--- src/rtl/clksup_pkg.sv ---
package clksup_pkg;
    localparam int DATA_W   = 8;
    localparam int ADDR_W   = 3;
    localparam int ALARM_N  = 4;
    localparam int CAUSE_W  = 2 * ALARM_N;

    localparam logic [ADDR_W-1:0] OFS_CTRL   = 3'd0;
    localparam logic [ADDR_W-1:0] OFS_REFSEL = 3'd1;
    localparam logic [ADDR_W-1:0] OFS_STATEN = 3'd2;
    localparam logic [ADDR_W-1:0] OFS_XMIT   = 3'd3;
    localparam logic [ADDR_W-1:0] OFS_PLLRST = 3'd4;
    localparam logic [ADDR_W-1:0] OFS_VER    = 3'd5;
    localparam logic [ADDR_W-1:0] OFS_CAUSE  = 3'd6;
    localparam logic [ADDR_W-1:0] OFS_IRQNUM = 3'd7;

    // alarm vector index order
    localparam int AL_PRI  = 0;
    localparam int AL_SEC  = 1;
    localparam int AL_HOLD = 2;
    localparam int AL_UNLK = 3;

    typedef enum logic [1:0] {
        SYNC_FILL_A = 2'd0,
        SYNC_FILL_B = 2'd1,
        SYNC_SETTLE = 2'd2,
        SYNC_ARMED  = 2'd3
    } arm_state_t;
endpackage

--- src/rtl/clksup_sync.sv ---
module clksup_sync
    import clksup_pkg::*;
#(
    parameter int WIDTH = ALARM_N
) (
    input  logic             clk,
    input  logic             rst_n,
    input  logic [WIDTH-1:0] async_in,
    output logic [WIDTH-1:0] sync_out,
    output logic             armed
);
    logic [WIDTH-1:0] meta_q;
    logic [WIDTH-1:0] sync_q;
    arm_state_t state_q, state_d;

    for (genvar g = 0; g < WIDTH; g++) begin : g_stage
        always_ff @(posedge clk) begin
            if (!rst_n) begin
                meta_q[g] <= 1'b0;
                sync_q[g] <= 1'b0;
            end else begin
                meta_q[g] <= async_in[g];
                sync_q[g] <= meta_q[g];
            end
        end
    end

    // state register
    always_ff @(posedge clk) begin
        if (!rst_n) state_q <= SYNC_FILL_A;
        else        state_q <= state_d;
    end

    // next state
    always_comb begin
        state_d = state_q;
        unique case (state_q)
            SYNC_FILL_A: state_d = SYNC_FILL_B;
            SYNC_FILL_B: state_d = SYNC_SETTLE;
            SYNC_SETTLE: state_d = SYNC_ARMED;
            SYNC_ARMED:  state_d = SYNC_ARMED;
            default:     state_d = SYNC_FILL_A;
        endcase
    end

    // outputs
    always_comb begin
        sync_out = sync_q;
        armed    = (state_q == SYNC_ARMED);
    end

    AST_ARM_STAYS: assert property (@(posedge clk) disable iff (!rst_n)
        armed |=> armed);
endmodule

--- src/rtl/clksup_cause.sv ---
module clksup_cause
    import clksup_pkg::*;
#(
    parameter int WIDTH = ALARM_N,
    localparam int CW   = 2 * WIDTH
) (
    input  logic             clk,
    input  logic             rst_n,
    input  logic [WIDTH-1:0] level,
    input  logic             armed,
    input  logic             rd_clr,
    output logic [CW-1:0]    pending
);
    logic [WIDTH-1:0] prev_q;
    logic [CW-1:0]    edge_vec;
    logic [CW-1:0]    pend_q;

    always_ff @(posedge clk) begin
        if (!rst_n) prev_q <= '0;
        else        prev_q <= level;
    end

    for (genvar g = 0; g < WIDTH; g++) begin : g_edge
        assign edge_vec[2*g]   = armed &  level[g] & ~prev_q[g];
        assign edge_vec[2*g+1] = armed & ~level[g] &  prev_q[g];
    end

    // clear first, then merge new edges so nothing coincident is lost
    always_ff @(posedge clk) begin
        if (!rst_n) pend_q <= '0;
        else        pend_q <= (rd_clr ? '0 : pend_q) | edge_vec;
    end

    assign pending = pend_q;

    AST_CLEAR_ON_READ: assert property (@(posedge clk) disable iff (!rst_n)
        (rd_clr && edge_vec == '0) |=> pending == '0);
    AST_EDGE_KEPT: assert property (@(posedge clk) disable iff (!rst_n)
        (edge_vec != '0) |=> ((pending & $past(edge_vec)) == $past(edge_vec)));
    AST_STICKY: assert property (@(posedge clk) disable iff (!rst_n)
        !rd_clr |=> (($past(pending) & ~pending) == '0));
endmodule

--- src/rtl/clksup_ctrl.sv ---
module clksup_ctrl
    import clksup_pkg::*;
(
    input  logic              clk,
    input  logic              rst_n,
    input  logic              wr,
    input  logic [ADDR_W-1:0] addr,
    input  logic [DATA_W-1:0] wdata,
    output logic [DATA_W-1:0] ctrl_q,
    output logic [1:0]        refsel_q,
    output logic [3:0]        outen_q,
    output logic [DATA_W-1:0] xmit_q,
    output logic              rst_bit_q,
    output logic              align_pulse
);
    localparam logic [DATA_W-1:0] CTRL_KEEP = 8'hF7;
    localparam int ALIGN_BIT = 3;
    localparam int RST_BIT   = 1;

    always_ff @(posedge clk) begin
        if (!rst_n) begin
            ctrl_q      <= '0;
            refsel_q    <= '0;
            outen_q     <= '0;
            xmit_q      <= '0;
            rst_bit_q   <= 1'b1;
            align_pulse <= 1'b0;
        end else begin
            align_pulse <= wr && (addr == OFS_CTRL) && wdata[ALIGN_BIT];
            if (wr) begin
                unique case (addr)
                    OFS_CTRL:   ctrl_q    <= wdata & CTRL_KEEP;
                    OFS_REFSEL: refsel_q  <= wdata[1:0];
                    OFS_STATEN: outen_q   <= wdata[3:0];
                    OFS_XMIT:   xmit_q    <= wdata;
                    OFS_PLLRST: rst_bit_q <= wdata[RST_BIT];
                    default: ;
                endcase
            end
        end
    end

    AST_ALIGN_ONE_CYCLE: assert property (@(posedge clk) disable iff (!rst_n)
        align_pulse |=> !align_pulse || $past(wr && addr == OFS_CTRL && wdata[ALIGN_BIT]));
    AST_PLL_RST_WRITE: assert property (@(posedge clk) disable iff (!rst_n)
        (wr && addr == OFS_PLLRST) |=> rst_bit_q == $past(wdata[RST_BIT]));
endmodule

--- src/rtl/clksup_regblock.sv ---
module clksup_regblock
    import clksup_pkg::*;
#(
    parameter logic [7:0] VERSION  = 8'h21,
    parameter logic [3:0] IRQ_LINE = 4'h5
) (
    input  logic        clk,
    input  logic        rst_n,
    input  logic        bus_wr,
    input  logic        bus_rd,
    input  logic [2:0]  bus_addr,
    input  logic [7:0]  bus_wdata,
    output logic [7:0]  bus_rdata,
    input  logic        alm_pri_los,
    input  logic        alm_sec_los,
    input  logic        alm_holdover,
    input  logic        alm_unlock,
    input  logic        ref_in_use,
    output logic        hw_switch_en,
    output logic        switch_on_holdover,
    output logic [1:0]  pll_mode,
    output logic        ref_align,
    output logic        filter_6hz,
    output logic [1:0]  hirate_sel,
    output logic        redund_sel_sec,
    output logic        ref_freq_hi,
    output logic [3:0]  out_en,
    output logic [7:0]  xmit_sel,
    output logic        pll_rst_n,
    output logic        irq
);
    logic [ALARM_N-1:0] alm_raw, alm_sync;
    logic               armed;
    logic               rd_clr;
    logic [CAUSE_W-1:0] cause_q;
    logic [DATA_W-1:0]  ctrl_q, xmit_q;
    logic [1:0]         refsel_q;
    logic [3:0]         outen_q;
    logic               rst_bit_q;
    logic               align_pulse;

    always_comb begin
        alm_raw          = '0;
        alm_raw[AL_PRI]  = alm_pri_los;
        alm_raw[AL_SEC]  = alm_sec_los;
        alm_raw[AL_HOLD] = alm_holdover;
        alm_raw[AL_UNLK] = alm_unlock;
    end

    assign rd_clr = bus_rd && (bus_addr == OFS_CAUSE);

    clksup_sync #(.WIDTH(ALARM_N)) u_sync (
        .clk      (clk),
        .rst_n    (rst_n),
        .async_in (alm_raw),
        .sync_out (alm_sync),
        .armed    (armed)
    );

    clksup_cause #(.WIDTH(ALARM_N)) u_cause (
        .clk     (clk),
        .rst_n   (rst_n),
        .level   (alm_sync),
        .armed   (armed),
        .rd_clr  (rd_clr),
        .pending (cause_q)
    );

    clksup_ctrl u_ctrl (
        .clk         (clk),
        .rst_n       (rst_n),
        .wr          (bus_wr),
        .addr        (bus_addr),
        .wdata       (bus_wdata),
        .ctrl_q      (ctrl_q),
        .refsel_q    (refsel_q),
        .outen_q     (outen_q),
        .xmit_q      (xmit_q),
        .rst_bit_q   (rst_bit_q),
        .align_pulse (align_pulse)
    );

    always_comb begin
        bus_rdata = '0;
        unique case (bus_addr)
            OFS_CTRL:   bus_rdata = ctrl_q;
            OFS_REFSEL: bus_rdata = {4'b0, ref_in_use, 1'b0, refsel_q};
            OFS_STATEN: bus_rdata = {alm_sync[AL_PRI], alm_sync[AL_SEC],
                                     alm_sync[AL_HOLD], alm_sync[AL_UNLK], outen_q};
            OFS_XMIT:   bus_rdata = xmit_q;
            OFS_PLLRST: bus_rdata = {6'b0, rst_bit_q, 1'b0};
            OFS_VER:    bus_rdata = VERSION;
            OFS_CAUSE:  bus_rdata = cause_q;
            OFS_IRQNUM: bus_rdata = {4'b0, IRQ_LINE};
            default:    bus_rdata = '0;
        endcase
    end

    always_comb begin
        hw_switch_en       = ctrl_q[7];
        switch_on_holdover = ctrl_q[6];
        pll_mode           = ctrl_q[5:4];
        filter_6hz         = ctrl_q[2];
        hirate_sel         = ctrl_q[1:0];
        ref_align          = align_pulse;
        redund_sel_sec     = refsel_q[0];
        ref_freq_hi        = refsel_q[1];
        out_en             = outen_q;
        xmit_sel           = xmit_q;
        pll_rst_n          = rst_bit_q;
        irq                = |cause_q;
    end

    AST_IRQ_FALLS_ON_READ: assert property (@(posedge clk) disable iff (!rst_n)
        $fell(irq) |-> $past(rd_clr));
    AST_QUIET_UNTIL_ARMED: assert property (@(posedge clk) disable iff (!rst_n)
        !armed |-> cause_q == '0);
    AST_CAUSE_WRITE_IGNORED: assert property (@(posedge clk) disable iff (!rst_n)
        (bus_wr && !bus_rd && cause_q != '0) |=> cause_q != '0);
endmodule

--- config.mk ---
export PLATFORM = sky130hd
export DESIGN_NAME = clksup_regblock
export DESIGN_NICKNAME = d
export VERILOG_FILES = /design/src/rtl/clksup_pkg.sv /design/src/rtl/clksup_sync.sv /design/src/rtl/clksup_cause.sv /design/src/rtl/clksup_ctrl.sv /design/src/rtl/clksup_regblock.sv
export SDC_FILE = /design/constraint.sdc
export NUM_CORES = 1
export LEC_CHECK = 0
export ABC_AREA = 1
export CORE_MARGIN = 1
export CORE_UTILIZATION = 25
export CTS_BUF_LIST = sky130_fd_sc_hd__clkbuf_4 sky130_fd_sc_hd__clkbuf_8
export CTS_CLUSTER_DIAMETER = 120
export CTS_CLUSTER_SIZE = 8
export DETAILED_ROUTE_END_ITERATION = 10
export PLACE_DENSITY_LB_ADDON = 0.2
export SYNTH_ARGS = -nofsm -noshare
export SYNTH_HDL_FRONTEND = slang
export SYNTH_HIERARCHICAL = 1
export SYNTH_SLANG_ARGS = --single-unit
export TNS_END_PERCENT = 20
--- constraint.sdc ---
create_clock -name clk -period 1.1 [get_ports clk]
set_input_delay 0.22 -clock clk [delete_from_list [all_inputs] [get_ports clk]]
set_output_delay 0.22 -clock clk [all_outputs]
set_load 0.05 [all_outputs]
==> results of run 1 <==
==> where the power goes <==
| group | internal, mW | switching (mW) |
|---|---|---|
| logic | 0.413 | 0.471 |
| clock network | 0.517 | 0.591 |
| registers | 1.68 | 0.0446 |
==> layout make-up <==
class / count / area (um^2)
fill: 817 / 4570
clock buffer: 6 / 82.6
inverter: 46 / 180
timing repair buffer: 95 / 1280
tap: 105 / 131
clock inverter: 2 / 16.3
multi-input combinational: 207 / 1040
sequential: 45 / 952
==> layout by cell type (no fill, tap or decap), types with 2 or more instances in the layout <==
cell	n
nand3_1	35
nand4_1	19
nor4_2	2
clkbuf_8	6
clkdlybuf4s50_1	14
dfxtp_4	5
buf_6	29
inv_2	6
a21oi_1	8
nor2_2	4
dfxtp_2	26
dfxtp_1	14
nor2_1	50
nand2_1	62
nor2_4	5
o21ai_2	2
buf_12	34
nand3_2	6
o21ai_1	2
nand2_2	5
buf_2	2
buf_4	14
inv_1	38
==> worst paths after layout <==
check,to,slack [ns],cells after the start
worst max-delay path,bus_rdata[2],-0.37,3
worst min-delay path,u_ctrl/rst_bit_q,0.40,4
worst max register to register,u_cause/pending[0],0.09,4
worst min register to register,u_sync/sync_out[2],0.41,2
==> cell families (layout without fill, tap and decap cells) <==
family | after synthesis | count (layout)
compound gates | 15 | 15
buf+inv | 59 | 149
flops | 45 | 45
other cells | 1 | 1
simple gates | 191 | 191
==> what timing repair did <==
action	4_1_cts	5_1_grt
setup buffers	5	6
pin swaps	22	12
gates cloned	0	0
setup endpoints to repair	56	52
resized for setup	66	17
endpoints found under the hold margin	0	0
==> per-layer routing <==
metal / up-vias / GRT usage, %
li1: 1167 / -
met1: 978 / 19.1
met4: 0 / 4.17
met2: 38 / 26.0
met5: - / 0
met3: 7 / 3.14
==> flip-flops by register name (all words and copies together) (netlist names), 4 cells and up <==
| register | count |
|---|---|
| u_cause/prev_q | 4 |
| u_sync/sync_out | 4 |
| u_sync/meta_q | 4 |
| u_ctrl/ctrl_q | 7 |
| u_ctrl/xmit_q | 8 |
| u_cause/pending | 8 |
| u_ctrl/outen_q | 4 |
==> stage by stage <==
stage | TNS [ns] | utilization [%] | std cells
final | -3.33 | 44.7 | 506
after global routing | -4.57 | 44.7 | 506
after CTS | -3.20 | 43.4 | 500
after detailed placement | -23.31 | 40.0 | 487
after global placement | -22.96 | 40.0 | 487
after floorplan | -1.62 | - | 311
==> worst max-delay path, stage by stage, from the launching register on <==
cell      delay, ns
dfxtp_2        0.33
o211ai_1       0.17
nand4_1        0.22
buf_12         0.22
==> impl_metrics.toml, run 1 <==
[status]
status = "finished, violations left"
violations = "negative setup slack"

[logic_synthesis]
synth_cell_types = 28
syn_nets = 331
synthXorXnorAreaFrac_pct = 0
synth-edff-count = 0
synth_seq_cells = 45
muxShareOfSynthArea_pct = 0
yosysMostFrequentCell = "nand2_1"
yosys.area_share.simple_pct = 41.1
synth_area_leaders = "dfxtp_1 42%, nand2_1 12%, nand3_1 9.1%"
synth_compound_area_share_pct = 3.96
synthArstFlopShare_pct = 0
synthTopCellsByCount = "66 x nand2_1, 52 x nor2_1, 45 x dfxtp_1"
synth_area_leader_cell = "dfxtp_1"
synth_top_family_by_area = "simple AND/OR/NAND/NOR gates"
synth_top_area_share_pct = 41.9
synth_area_um2 = 2150
synth_ff_type = "dfxtp_1"
syn_inst = 311
yosysWarningCount = 6
yosysSeqAreaShare_pct = 41.9
synth-adder-area-share_pct = 0
syn_area_per_cell_um2 = 6.91

[routing]
wl_met1_um = 2980
viasPerCell = 4.33
routed_wl_um = 6390
vias = 2190
drc = 0
top_layer_used = "met4"
drt_first_pass_iters = 4
detail-route-antenna-nets = 0
avgRoutedWirePerCell_um = 12.6
drtIter0Drc = 55
met3_length_um = 174
wl_met2_um = 3150

[placement]
routabilityCongestion = 0.819
pre_cts_ws_ns = -0.758
port_buffers = 51
place_hpwl_um = 5000
post_dp_cell_area_um2 = 3310

[finish]
drive_gt1_share_pct = 38.2
design_area_um2 = 3690
areaGrowthSynthToFinish_pct = 71.7
nNetsFinal = 420
diodes = 0

[clocking]
cts_tree = "yes"
cts-root-buf = "clkbuf_8"
htree_num_levels = 2
clock_path_buffers = 2
clk_latency_ns = 0.30
clock_sinks = 45
cts_hold_buf = 0
numCtsBuffers = 5
clk_pin_slew_ns = 0.08

[timing]
rsz0062_at_grt = "true"
finalCritPeriodShare_pct = 133
hold_viol_final = 0
fin_skew_ns = 0.00718
setup_viol = 28
min_period_ns = 1.47
worst_slack_ns = -0.367
hold_slack_ns = 0.401
drv_slew = 0
fmax_mhz = 682

[hold_path]
hp-start = "bus_wr"
hold_class = "in2reg"

[critical_path]
setup.worst_path.start = "u_cause/pending[2]"
path_class = "reg2out"
cp-end-kind = "output pin"
cp.arrival_ns = 1.25
cp.required_ns = 0.88
cp_max_fo = 2
r2r-start = "u_sync/state_q[0]"
start_kind = "flop"

[die]
dieWidth_um = 94.7
ios = 52
dieArea_um2 = 8970
core_area_um2 = 8260
fp-row-count = 33
die_y_um = 94.7
initial_core_util_pct = 26.0

[power_and_ir_drop]
powerDensity_nw_per_um2 = 1010
total_power_mw = 3.72
ir_drop_uv = 398
power.leakage_nw = 1.64

[global_routing]
grt_antenna_before_repair = 0
grt_pass1_vias = 2079
grtUsageTotal_pct = 15.2
grt_pass1_wl_um = 10100
grt_max_degree = 39
overflow = 0

[flow_run]
maxCapViolCount = 0
No activity file was read; power rests on OpenSTA's default activity.
==> run 2: changes to the inputs <==
==> constraint.sdc (replaced) <==
create_clock -name clk -period 1.2 [get_ports clk]
set_input_delay 0.18 -clock clk [delete_from_list [all_inputs] [get_ports clk]]
set_output_delay 0.18 -clock clk [all_outputs]
set_load 0.05 [all_outputs]
==> impl_metrics.toml, run 2 (synthesis results as in run 1) <==
[status]
status = "finished, violations left"
violations = "negative setup slack"

[global_routing]
grt_max_degree = 30
grt_pass1_vias = 2128
grt_antenna_before_repair = 0
grtUsageTotal_pct = 15.1
grt_pass1_wl_um = 10400
overflow = 0

[clocking]
clock_path_buffers = 2
numCtsBuffers = 5
cts-root-buf = "clkbuf_8"
cts_hold_buf = 0
cts_tree = "yes"
clk_latency_ns = 0.30
htree_num_levels = 2
clk_pin_slew_ns = 0.09
clock_sinks = 45

[placement]
routabilityCongestion = 0.885
place_hpwl_um = 4850
port_buffers = 51

[timing]
hold_slack_ns = 0.341
finalCritPeriodShare_pct = 113
worst_slack_ns = -0.155
rsz0062_at_grt = "true"
setup_viol = 9
drv_slew = 0
fin_skew_ns = 0.00716
hold_viol_final = 0
fmax_mhz = 738
min_period_ns = 1.35

[die]
dieArea_um2 = 8970
initial_core_util_pct = 26.0
fp-row-count = 33
core_area_um2 = 8260
dieWidth_um = 94.7
ios = 52
die_y_um = 94.7

[hold_path]
hold_class = "in2reg"

[critical_path]
cp.required_ns = 1.02
endpoint = "bus_rdata[1]"
cp_max_fo = 3
path_class = "reg2out"
r2r-start = "u_sync/state_q[0]"
ff2ff_path_depth = 4
r2r_slack_ns = 0.24
setup.worst_path.start = "u_cause/pending[1]"
start_kind = "flop"
cp.arrival_ns = 1.17
r2r_end = "u_cause/pending[0]"
cp-end-kind = "output pin"

[routing]
avgRoutedWirePerCell_um = 12.6
drtIter0Drc = 93
detail-route-antenna-nets = 0
drt_first_pass_iters = 4
routed_wl_um = 6210
vias = 2193
drc = 0
viasPerCell = 4.45

[finish]
diodes = 0
most-common-layout-cells = "61 x nand2_1, 49 x nor2_1, 37 x inv_1, 35 x nand3_1, 32 x buf_12"
final_common_cell = "nand2_1"
drive_gt1_share_pct = 36.6
areaGrowthSynthToFinish_pct = 63.3
nNetsFinal = 407
finish.utilization_pct = 42.5
nFillCells = 821

[flow_run]
maxCapViolCount = 0

[power_and_ir_drop]
power.leakage_nw = 1.55
ir_drop_uv = 479
powerDensity_nw_per_um2 = 967
## run 2: stage by stage
stage / power, mW / cells / setup WS [ns] / cell area, um^2 / setup TNS, ns
finish: 3.39 / 493 / -0.155 / 3510 / -1.02
global route: 3.55 / 493 / -0.235 / 3510 / -1.55
CTS: 3.43 / 493 / -0.168 / 3480 / -1.30
detailed placement: 2.35 / 475 / -0.623 / 3190 / -19.65
global placement: 2.35 / 475 / -0.633 / 3190 / -18.69
floorplan: 2.00 / 311 / -0.0623 / 2180 / -0.277
## run 2: worst min path at each step
stage / slack (ns) / startpoint / to / depth (start not counted)
after floorplan: 0.28 / rst_n / u_cause/prev_q[0] / 2
after global placement: 0.40 / u_sync/meta_q[2] / u_sync/sync_out[2] / 2
after detailed placement: 0.40 / u_sync/meta_q[0] / u_sync/sync_out[0] / 2
after CTS: 0.35 / bus_addr[2] / u_ctrl/rst_bit_q / 4
after global routing: 0.35 / bus_addr[2] / u_ctrl/rst_bit_q / 4
final: 0.34 / bus_addr[2] / u_ctrl/rst_bit_q / 4
## run 2: cell type report
class	instances	area, um^2	share of cell area (%)
Inverter	46	178	5.06
Clock buffer	7	96.3	2.75
Multi-Input combinational cell	207	1040	29.6
Sequential cell	45	967	27.6
Timing Repair Buffer	82	1090	31.1
Clock inverter	1	8.76	0.250
Tap cell	105	131	3.74
## run 2: critical path, stage by stage, from the launching register on
cell	delay, ns
dfxtp_2	0.35
nand4_1	0.08
o21ai_1	0.08
nor2_2	0.14
nand2_2	0.08
buf_12	0.15
## run 2: where the power goes
group          leakage [nW]  total, mW  internal (mW)  switching [mW]
Clock                0.0549       1.05          0.532           0.523
Sequential            0.383       1.58           1.53          0.0502
Combinational          1.11      0.760          0.345           0.415
## run 2: what timing repair did
action	CTS	global route
setup buffers	10	0
gates cloned	0	0
endpoints found under the setup margin	38	9
endpoints found under the hold margin	0	0
resized for setup	54	14
pin swaps	18	13
## run 2: per-layer routing
layer	vias up	share of wire [%]	track usage (%)
met5	-	0	0
met4	0	2.4	5.68
met3	13	5.6	3.30
met2	61	44	22.8
met1	980	48	20.7
li1	1139	-	-
==> run 3: changes to the inputs <==
Settings changed: CTS_CLUSTER_DIAMETER 120 to 60, SYNTH_HIERARCHICAL 1 to unset.
==> impl_metrics.toml, run 3 <==
[power_and_ir_drop]
power.leakage_nw = 1.60
powerDensity_nw_per_um2 = 998
ir_drop_uv = 477

[logic_synthesis]
synth_cell_types = 21
syn_area_per_cell_um2 = 6.97
synthTopCellsByCount = "78 x nand2_1, 45 x dfxtp_1, 40 x nor2_1"
synth_area_leaders = "dfxtp_1 46%, nand2_1 15%, nor2_1 7.7%"
yosysSeqAreaShare_pct = 46.0
synth_ff_type = "dfxtp_1"
syn_nets = 301
synth-edff-count = 0
yosysWarningCount = 0
synth_top_area_share_pct = 46.0
yosysMostFrequentCell = "nand2_1"
synth_area_um2 = 1960
synth_area_leader_cell = "dfxtp_1"
syn_inst = 281
synthArstFlopShare_pct = 0
synth_seq_cells = 45

[critical_path]
cpPeakStageDelay_ns = 0.33
cp.required_ns = 1.02
r2r_end = "u_cause.pending[1]"
cp.arrival_ns = 1.33
setup.worst_path.start = "u_cause.pending[2]"
r2r_slack_ns = 0.24
cp-end-kind = "output pin"
start_kind = "flop"
path_cells = "o211ai_1, buf_4, nand4_1, buf_12"
cp_max_fo = 2
ff2ff_path_depth = 4
r2r-start = "u_sync.state_q[0]"
path_class = "reg2out"
cp_slowest_cell = "dfxtp_2"

[placement]
place_inst = 457
place_hpwl_um = 4380
routabilityCongestion = 0.790
port_buffers = 51
post_dp_cell_area_um2 = 3160

[clocking]
clk_pin_slew_ns = 0.10
numCtsBuffers = 5
htree_num_levels = 2
cts-root-buf = "clkbuf_8"
clock_sinks = 45
clk_latency_ns = 0.30
cts_hold_buf = 0
clock_path_buffers = 2
cts_tree = "yes"

[hold_path]
timing.hold.worst_endpoint = "u_ctrl.rst_bit_q"
hold_path_depth = 5
hp-start = "bus_addr[0]"
hold_class = "in2reg"

[die]
ios = 52
die_y_um = 90.5
core_area_um2 = 7410
dieArea_um2 = 8200
fp-row-count = 31
initial_core_util_pct = 26.4
dieWidth_um = 90.5

[finish]
design_area_um2 = 3480
final_cell_count_no_fill = 477
most-common-layout-cells = "74 x nand2_1, 43 x buf_4, 38 x nor2_1, 34 x inv_1, 34 x buf_12"
finish.utilization_pct = 47.0
drive_gt1_share_pct = 36.0
areaGrowthSynthToFinish_pct = 77.6
final_common_cell = "nand2_1"
diodes = 0
nNetsFinal = 397

[timing]
min_period_ns = 1.51
fmax_mhz = 663
finalCritPeriodShare_pct = 126
fin_skew_ns = 0.0106
drv_slew = 0
worst_slack_ns = -0.309
tns_ns = -1.26
worst_pin_slew_ns = 0.316
setup_viol = 9
rsz0062_at_grt = "true"
hold_viol_final = 0
max_slew_margin_pct = 78.9

[global_routing]
grt_pass1_vias = 2022
overflow = 0
grt_max_degree = 17
grtUsageTotal_pct = 15.0
grt_pass1_wl_um = 9750
grt_antenna_before_repair = 0

[routing]
vias = 2039
drt_first_pass_iters = 4
viasPerCell = 4.27
drtIter0Drc = 95
avgRoutedWirePerCell_um = 12.3
drc = 0
routed_wl_um = 5870
detail-route-antenna-nets = 0

[flow_run]
maxCapViolCount = 0

[status]
status = "finished, violations left"
violations = "negative setup slack"
## run 3: changes by cell type after synthesis, moves of 4 or more
cell / before / now
a21oi_1: 8 / 15
buf_4: 6 / 2
nor2_1: 52 / 40
clkbuf_1: 1 / 5
nand3_1: 39 / 23
nand2_1: 66 / 78
nand4_1: 19 / 14
inv_2: 5 / 0
o31ai_1: 0 / 4
## run 3: through the flow
stage,hold slack (ns),power [mW],worst slack [ns]
2_1_floorplan,0.278,1.90,-0.139
3_3_place_gp,0.397,2.25,-0.659
3_5_place_dp,0.400,2.26,-0.620
4_1_cts,0.289,3.51,-0.340
5_1_grt,0.330,3.62,-0.358
6_report,0.303,3.47,-0.309
## run 3: worst max-delay path by stage
stage	to	slack, ns	cells after the start
6_report	bus_rdata[2]	-0.31	4
5_1_grt	bus_rdata[2]	-0.36	4
4_1_cts	bus_rdata[2]	-0.34	4
3_5_place_dp	bus_rdata[2]	-0.62	6
3_3_place_gp	bus_rdata[2]	-0.66	6
2_1_floorplan	bus_rdata[2]	-0.14	2
## run 3: per-layer routing
metal | vias to the layer above | part of all wire [%] | wire length [um] | global-route usage [%]
met5 | - | 0 | 0 | 0
met4 | 0 | 1.1 | 62 | 4.03
met2 | 53 | 46 | 2720 | 24.3
met3 | 6 | 4.2 | 246 | 3.37
met1 | 904 | 48 | 2840 | 19.9
li1 | 1076 | - | - | -
## run 3: layout make-up
type / instances / area (um^2)
tap: 99 / 124
clock inverter: 3 / 47.5
timing repair buffer: 100 / 1260
sequential: 45 / 931
inverter: 38 / 148
fill: 721 / 3930
clock buffer: 5 / 68.8
multi-input combinational: 187 / 905
## run 3: cells by family (layout without fill, tap and decap cells)
logic type,count (synthesis),in the layout,share of synthesized area [%]
simple gates,164,164,36.5
compound gates,23,23,6.51
flops,45,45,46.0
buf+inv,49,146,11.0
## run 3: critical path: cells and delay by family (launching register included)
family / cells / cell delay [ns]
AND/OR/NAND/NOR: 1 / 0.14
buffers and inverters: 2 / 0.35
flip-flops: 1 / 0.33
AO/OA/AOI/OAI: 1 / 0.22
## run 3: repair_timing
item,in CTS,in global routing
pin swaps,15,3
endpoints found under the setup margin,37,9
resized for setup,53,5
buffers inserted,12,0
gates cloned,1,0
## run 3: power by group
group	switching [mW]	leakage, nW	internal (mW)	total, mW
Combinational	0.357	1.16	0.343	0.700
Sequential	0.0384	0.376	1.54	1.58
Clock	0.561	0.0591	0.636	1.20
